==> src/rtl/xip_quad_reader.sv <==
module xip_quad_reader #(
  parameter int TMO_LIMIT = 1024
) (
  input  logic        clk,
  input  logic        rst_n,
  input  logic        cfg_enable,
  input  logic        cfg_addr_first,
  input  logic [1:0]  cfg_addr_nib,
  input  logic [2:0]  cfg_addr_width,
  input  logic [7:0]  cfg_cmd,
  input  logic [3:0]  cfg_dummy,
  input  logic [1:0]  cfg_cs_idle,
  input  logic [7:0]  cfg_div,
  input  logic        req_valid,
  input  logic        req_write,
  input  logic [31:0] req_addr,
  output logic        req_ready,
  output logic        rsp_valid,
  output logic [31:0] rsp_data,
  output logic        rsp_err,
  input  logic [2:0]  err_clear,
  output logic [2:0]  err_flags,
  output logic        err_irq,
  output logic        flash_cs_n,
  output logic        flash_sck,
  output logic [3:0]  sio_out,
  output logic [3:0]  sio_oe,
  input  logic [3:0]  sio_in,
  input  logic        sck_fb
);

  localparam int TW = $clog2(TMO_LIMIT + 1);

  typedef enum logic [1:0] {S_IDLE, S_XFER, S_HOLD, S_LOCK} state_t;

  state_t      state;
  logic [31:0] a_r, word;
  logic [5:0]  slot;
  logic [8:0]  ph;
  logic [11:0] hcnt;
  logic [TW-1:0] tmo;
  logic        fb_q;

  logic [8:0]  half;
  logic [11:0] hold_len;
  logic [4:0]  aw;
  logic [31:0] amask;
  logic [5:0]  nib_n, hdr_n, dstart, last_slot, ai, sh;
  logic        in_addr, ci_lo, drive, accept, tmo_hit;
  logic [3:0]  addr_nib, cmd_nib;
  logic [2:0]  kidx;
  logic [4:0]  dbase;
  logic [2:0]  new_err;

  assign half      = {1'b0, cfg_div} + 9'd3;
  assign hold_len  = {2'b0, half, 1'b0} * {9'b0, ({1'b0, cfg_cs_idle} + 3'd1)};
  assign aw        = (cfg_addr_width == 3'd7) ? 5'd26 : 5'd20 + {2'b0, cfg_addr_width};
  assign amask     = (32'h1 << aw) - 32'h1;
  assign nib_n     = 6'd5 + {4'b0, cfg_addr_nib};
  assign hdr_n     = nib_n + 6'd2;
  assign dstart    = hdr_n + {2'b0, cfg_dummy};
  assign last_slot = dstart + 6'd7;

  always_comb begin
    if (cfg_addr_first) begin
      in_addr = slot < nib_n;
      ai      = slot;
      ci_lo   = slot[0] ^ nib_n[0];
    end else begin
      in_addr = (slot >= 6'd2) && (slot < hdr_n);
      ai      = slot - 6'd2;
      ci_lo   = slot[0];
    end
  end

  assign sh       = (nib_n - 6'd1 - ai) << 2;
  assign addr_nib = 4'(a_r >> sh);
  assign cmd_nib  = ci_lo ? cfg_cmd[3:0] : cfg_cmd[7:4];
  assign drive    = (state == S_XFER) && (slot < hdr_n);
  assign sio_out  = drive ? (in_addr ? addr_nib : cmd_nib) : 4'h0;
  assign sio_oe   = drive ? 4'hF : 4'h0;

  assign kidx   = 3'(slot - dstart);
  assign dbase  = {kidx[2:1], ~kidx[0], 2'b00};

  assign req_ready = (state == S_IDLE);
  assign accept    = req_valid && req_ready;
  assign tmo_hit   = (state == S_XFER) && (sck_fb == fb_q) && (tmo == TW'(TMO_LIMIT - 1));
  assign new_err   = {tmo_hit, accept && !req_write && !cfg_enable, accept && req_write};

  always_ff @(posedge clk or negedge rst_n) begin
    if (!rst_n) begin
      err_flags <= '0;
      err_irq   <= 1'b0;
      fb_q      <= 1'b0;
    end else begin
      err_flags <= (err_flags & ~err_clear) | new_err;
      err_irq   <= |new_err;
      fb_q      <= sck_fb;
    end
  end

  always_ff @(posedge clk or negedge rst_n) begin
    if (!rst_n) begin
      state      <= S_IDLE;
      a_r        <= '0;
      word       <= '0;
      slot       <= '0;
      ph         <= '0;
      hcnt       <= '0;
      tmo        <= '0;
      flash_cs_n <= 1'b1;
      flash_sck  <= 1'b0;
      rsp_valid  <= 1'b0;
      rsp_data   <= '0;
      rsp_err    <= 1'b0;
    end else begin
      rsp_valid <= 1'b0;
      case (state)
        S_IDLE: if (accept) begin
          if (req_write || !cfg_enable) begin
            rsp_valid <= 1'b1;
            rsp_err   <= 1'b1;
            rsp_data  <= '0;
          end else begin
            a_r        <= req_addr & amask;
            word       <= '0;
            slot       <= '0;
            ph         <= '0;
            tmo        <= '0;
            flash_cs_n <= 1'b0;
            flash_sck  <= 1'b0;
            state      <= S_XFER;
          end
        end
        S_XFER: begin
          tmo <= (sck_fb != fb_q) ? '0 : tmo + 1'b1;
          if (tmo_hit) begin
            flash_cs_n <= 1'b1;
            flash_sck  <= 1'b0;
            rsp_valid  <= 1'b1;
            rsp_err    <= 1'b1;
            rsp_data   <= '0;
            state      <= S_LOCK;
          end else if (ph == half - 9'd1) begin
            ph <= '0;
            if (!flash_sck) begin
              flash_sck <= 1'b1;
              if (slot >= dstart) word[dbase +: 4] <= sio_in;
            end else begin
              flash_sck <= 1'b0;
              if (slot == last_slot) begin
                flash_cs_n <= 1'b1;
                rsp_valid  <= 1'b1;
                rsp_err    <= 1'b0;
                rsp_data   <= word;
                hcnt       <= '0;
                state      <= S_HOLD;
              end else begin
                slot <= slot + 6'd1;
              end
            end
          end else begin
            ph <= ph + 9'd1;
          end
        end
        S_HOLD: begin
          hcnt <= hcnt + 12'd1;
          if (hcnt == hold_len - 12'd1) state <= S_IDLE;
        end
        default: if (!cfg_enable) state <= S_IDLE;
      endcase
    end
  end

endmodule

==> config.mk <==
export PLATFORM = sky130hd
export DESIGN_NAME = xip_quad_reader
export DESIGN_NICKNAME = d
export VERILOG_FILES = /design/src/rtl/xip_quad_reader.sv
export SDC_FILE = /design/constraint.sdc
export NUM_CORES = 1
export LEC_CHECK = 0
export CORE_MARGIN = 8
export CORE_UTILIZATION = 40
export DETAILED_ROUTE_END_ITERATION = 6
export SLEW_MARGIN = 0
export SYNTH_ARGS = -nofsm -noshare
export SYNTH_HDL_FRONTEND = slang
export SYNTH_SLANG_ARGS = --single-unit
==> constraint.sdc <==
create_clock -name clk -period 2.9 [get_ports clk]
set_input_delay 0.435 -clock clk [delete_from_list [all_inputs] [get_ports clk]]
set_output_delay 0.435 -clock clk [all_outputs]
set_load 0.02 [all_outputs]
==> impl_results.md <==
- Failing checks: hold timing, setup timing
- Core area: 23300 um2
- Fmax: 256 MHz
- Total power: 9.13 mW
- Die area: 28700 um2
- Worst setup SP type: input port
- Slowest CP cell: fa_1
- Flop2flop setup slack: -0.10 ns
- Final core area utilization: 0.595
- Fillers: 2007
- Cell taking the most area after synthesis: dfrtp_1
- Max Cap Viol: 0
- Post-DR vias/cell: 5.14
- Seq/Total Area, Yosys: 0.386
- Critical path buffer and inverter count: 4
- Synth top area cells: dfrtp_1 (38%), ha_1 (6.9%), nand2_1 (4.7%)
- Register bit total from synthesis: 145
- Vias: 8142
- Vias in the first global route: 8352
- CP Capture Type: flip-flop
- Pleak: 6.17 nW
- Clock sink count: 145
- Slew margin rel.: 0.585
- Critical Path Fanout Max: 4
- Status: finished with violations
- # diodes: 0
- DRC: 0
- Area grow syn2layout: 47.2%
- Initial antenna violation count: 0
- TNS Setup: -30.92 ns
- Largest net degree at the start of global routing: 65
- Ys Warns: 0
- Port Buffers: 116
- RSZ-0062 raised after global routing: yes
- Type of the most critical hold path: input port to asynchronous set/reset pin
- Antenna viol nets, final: 0
- Final Cycle Share: 1.35
- Commonest non-fill, non-tap cell in the layout: buf_4
- Final setup vio count: 99
- Ys async rst share: 1.00
- Post-synthesis cell count: 977
- Hpwl dp: 18.0 mm
- Req. time, crit path: 3.24 ns
- Gr usage total: 0.173
- Post-DR wirelength/cell: 15.7 um
- Most frequent cells in the layout: buf_4 (148), dfrtp_1 (144), nand2_1 (115)
- Crit Path Class: input port to flip-flop
- CP Cell Sequence: buf_8, clkinvlp_4, buf_6, ha_4, xnor2_2, nand2b_1, fa_1, inv_2, ha_4, fa_2, a211o_1, and3_4, o21ai_1, nand2b_4, xnor2_2, a2111oi_2, nand4_1, a2bb2oi_2, mux2i_1
- Worst-margin pin slew: 0.623 ns
- Netlist Area Pre-Place: 9400 um2
- Distinct cells, synth: 75
- H-tree Lvls: 4
- IO Count: 122
- Max VDD drop: 469 uV
- Max Slew Vio Count: 0
- Setup ws final: -1.01 ns
- Layout cells sized above 1: 0.326
- Routed wire length: 24.8 mm
- Die height: 169 um
- Syn Area/Cell: 9.62 um2
- Layout Skew: 0.0116 ns
- DR iter-0 viols: 414
- Initial core utilization: 0.404
- Gr ovfl total: 0
- Layout Nets: 1388
- GP Congestion: 0.808
- Worst path top cell family by delay: adder cells
- Worst-path clk slew: 0.07 ns
- Post-synth top area share: 0.383
- Num CTS Buffers: 17
- EDFF count, synth: 0
- Max incr delay on CP: 0.50 ns
- TritonRoute pass-1 iters: 5
- Pwr per Cell Area: 659 nW/um2
- Fin Hold WS: -0.00774 ns
- Clk root buf: clkbuf_16
- Primary FF master, synth: dfrtp_1
- Final Hold Viols: 10
- Row cnt: 56
- CTS max path bufs: 2
- CTS tree: built
- Die W: 169 um
- Clk Latency, worst-skew pair: 0.43 ns
- Tmin final: 3.91 ns
- Global-route wire length before repair: 40.9 mm
- Worst path arrival time: 4.25 ns
## repair_timing
action | CTS | global route
cloned | 2 | 0
endpoints found under the setup margin | 105 | 105
hold buffers | 0 | 0
pin swaps | 52 | 32
resized for setup | 161 | 52
buffers inserted | 28 | 13
## stage by stage
stage                     setup slack [ns]  std cells  area [um2]
final                                -1.01       1583       13800
after global routing                 -1.21       1583       13800
after CTS                           -0.963       1571       13500
after detailed placement             -2.06       1510       12300
after global placement               -1.95       1510       12300
after floorplan                      -1.07        978        9890
## where the power goes
group | total (mW) | switching, mW | internal, mW
Sequential | 2.64 | 0.255 | 2.39
Combinational | 4.26 | 2.14 | 2.12
Clock | 2.22 | 0.920 | 1.30
## routing by layer
| metal | up-vias | GRT usage | part of all wire | routed length, um |
|---|---|---|---|---|
| met2 | 115 | 0.298 | 0.50 | 12400 |
| met1 | 3948 | 0.222 | 0.46 | 11300 |
| li1 | 4062 | - | - | - |
| met4 | 0 | 0.0458 | 0.011 | 269 |
| met5 | - | 0 | 0 | 0 |
| met3 | 17 | 0.0307 | 0.035 | 873 |
## cell type report
type,instances,area (um2),area share
Sequential cell,145,3630,0.262
Inverter,47,194,0.0140
Timing Repair Buffer,300,2760,0.199
Tap cell,319,399,0.0288
Multi-Input combinational cell,741,6270,0.453
Clock buffer,18,439,0.0317
Clock inverter,13,151,0.0109
## sequential cells by signal, indices dropped and copies added (netlist names)
| signal | flops |
|---|---|
| err_irq | 1 |
| word | 32 |
| flash_cs_n | 1 |
| tmo | 11 |
| rsp_valid | 1 |
| a_r | 32 |
| rsp_err | 1 |
| flash_sck | 1 |
| rsp_data | 32 |
| slot | 6 |
| fb_q | 1 |
| ph | 9 |
| err_flags | 3 |
| state | 2 |
| hcnt | 12 |
## Yosys cell counts, types with 5 or more instances
| cell type | count |
|---|---|
| nand2b_1 | 20 |
| dfrtp_1 | 144 |
| nand3_1 | 41 |
| nand2_1 | 118 |
| and3_1 | 10 |
| ha_1 | 52 |
| mux2_2 | 23 |
| o22ai_1 | 9 |
| xor2_1 | 23 |
| and2_1 | 15 |
| o21a_1 | 5 |
| nand4_1 | 13 |
| or3_1 | 11 |
| o211ai_1 | 14 |
| inv_1 | 47 |
| o31ai_1 | 5 |
| fa_1 | 11 |
| a21oi_1 | 30 |
| nor3_1 | 19 |
| clkbuf_1 | 36 |
| a21o_1 | 7 |
| nor2_1 | 59 |
| nand3b_1 | 5 |
| mux2i_1 | 17 |
| o21ai_0 | 64 |
| a211oi_1 | 6 |
| a22o_1 | 35 |
| buf_4 | 5 |
| nor2b_1 | 5 |
| xnor2_1 | 36 |
| a221o_1 | 12 |
| mux4_2 | 8 |
| or4_1 | 5 |
## final timing paths
kind | start | end | cells past startpoint
max in group asynchronous | rst_n | state[0] | 2
min in group clk | a_r[20] | a_r[20] | 2
worst min register to register | a_r[20] | a_r[20] | 2
worst max-delay path | cfg_div[1] | state[0] | 19
worst max register to register | slot[0] | word[30] | 10
worst min-delay path | rst_n | rsp_data[2] | 1
## cell families after synthesis
| logic type | after synthesis | share of synthesized area |
|---|---|---|
| AOI/OAI and AO/OA | 224 | 0.169 |
| xor gates and xnor gates | 61 | 0.0584 |
| adders and majority gates | 63 | 0.0926 |
| buffers and inverters | 92 | 0.0406 |
| DFF | 145 | 0.386 |
| muxes | 52 | 0.0708 |
| other | 1 | 0.000399 |
| and+or+nand+nor | 339 | 0.182 |
Note: power is estimated with default switching activity, not from simulation.
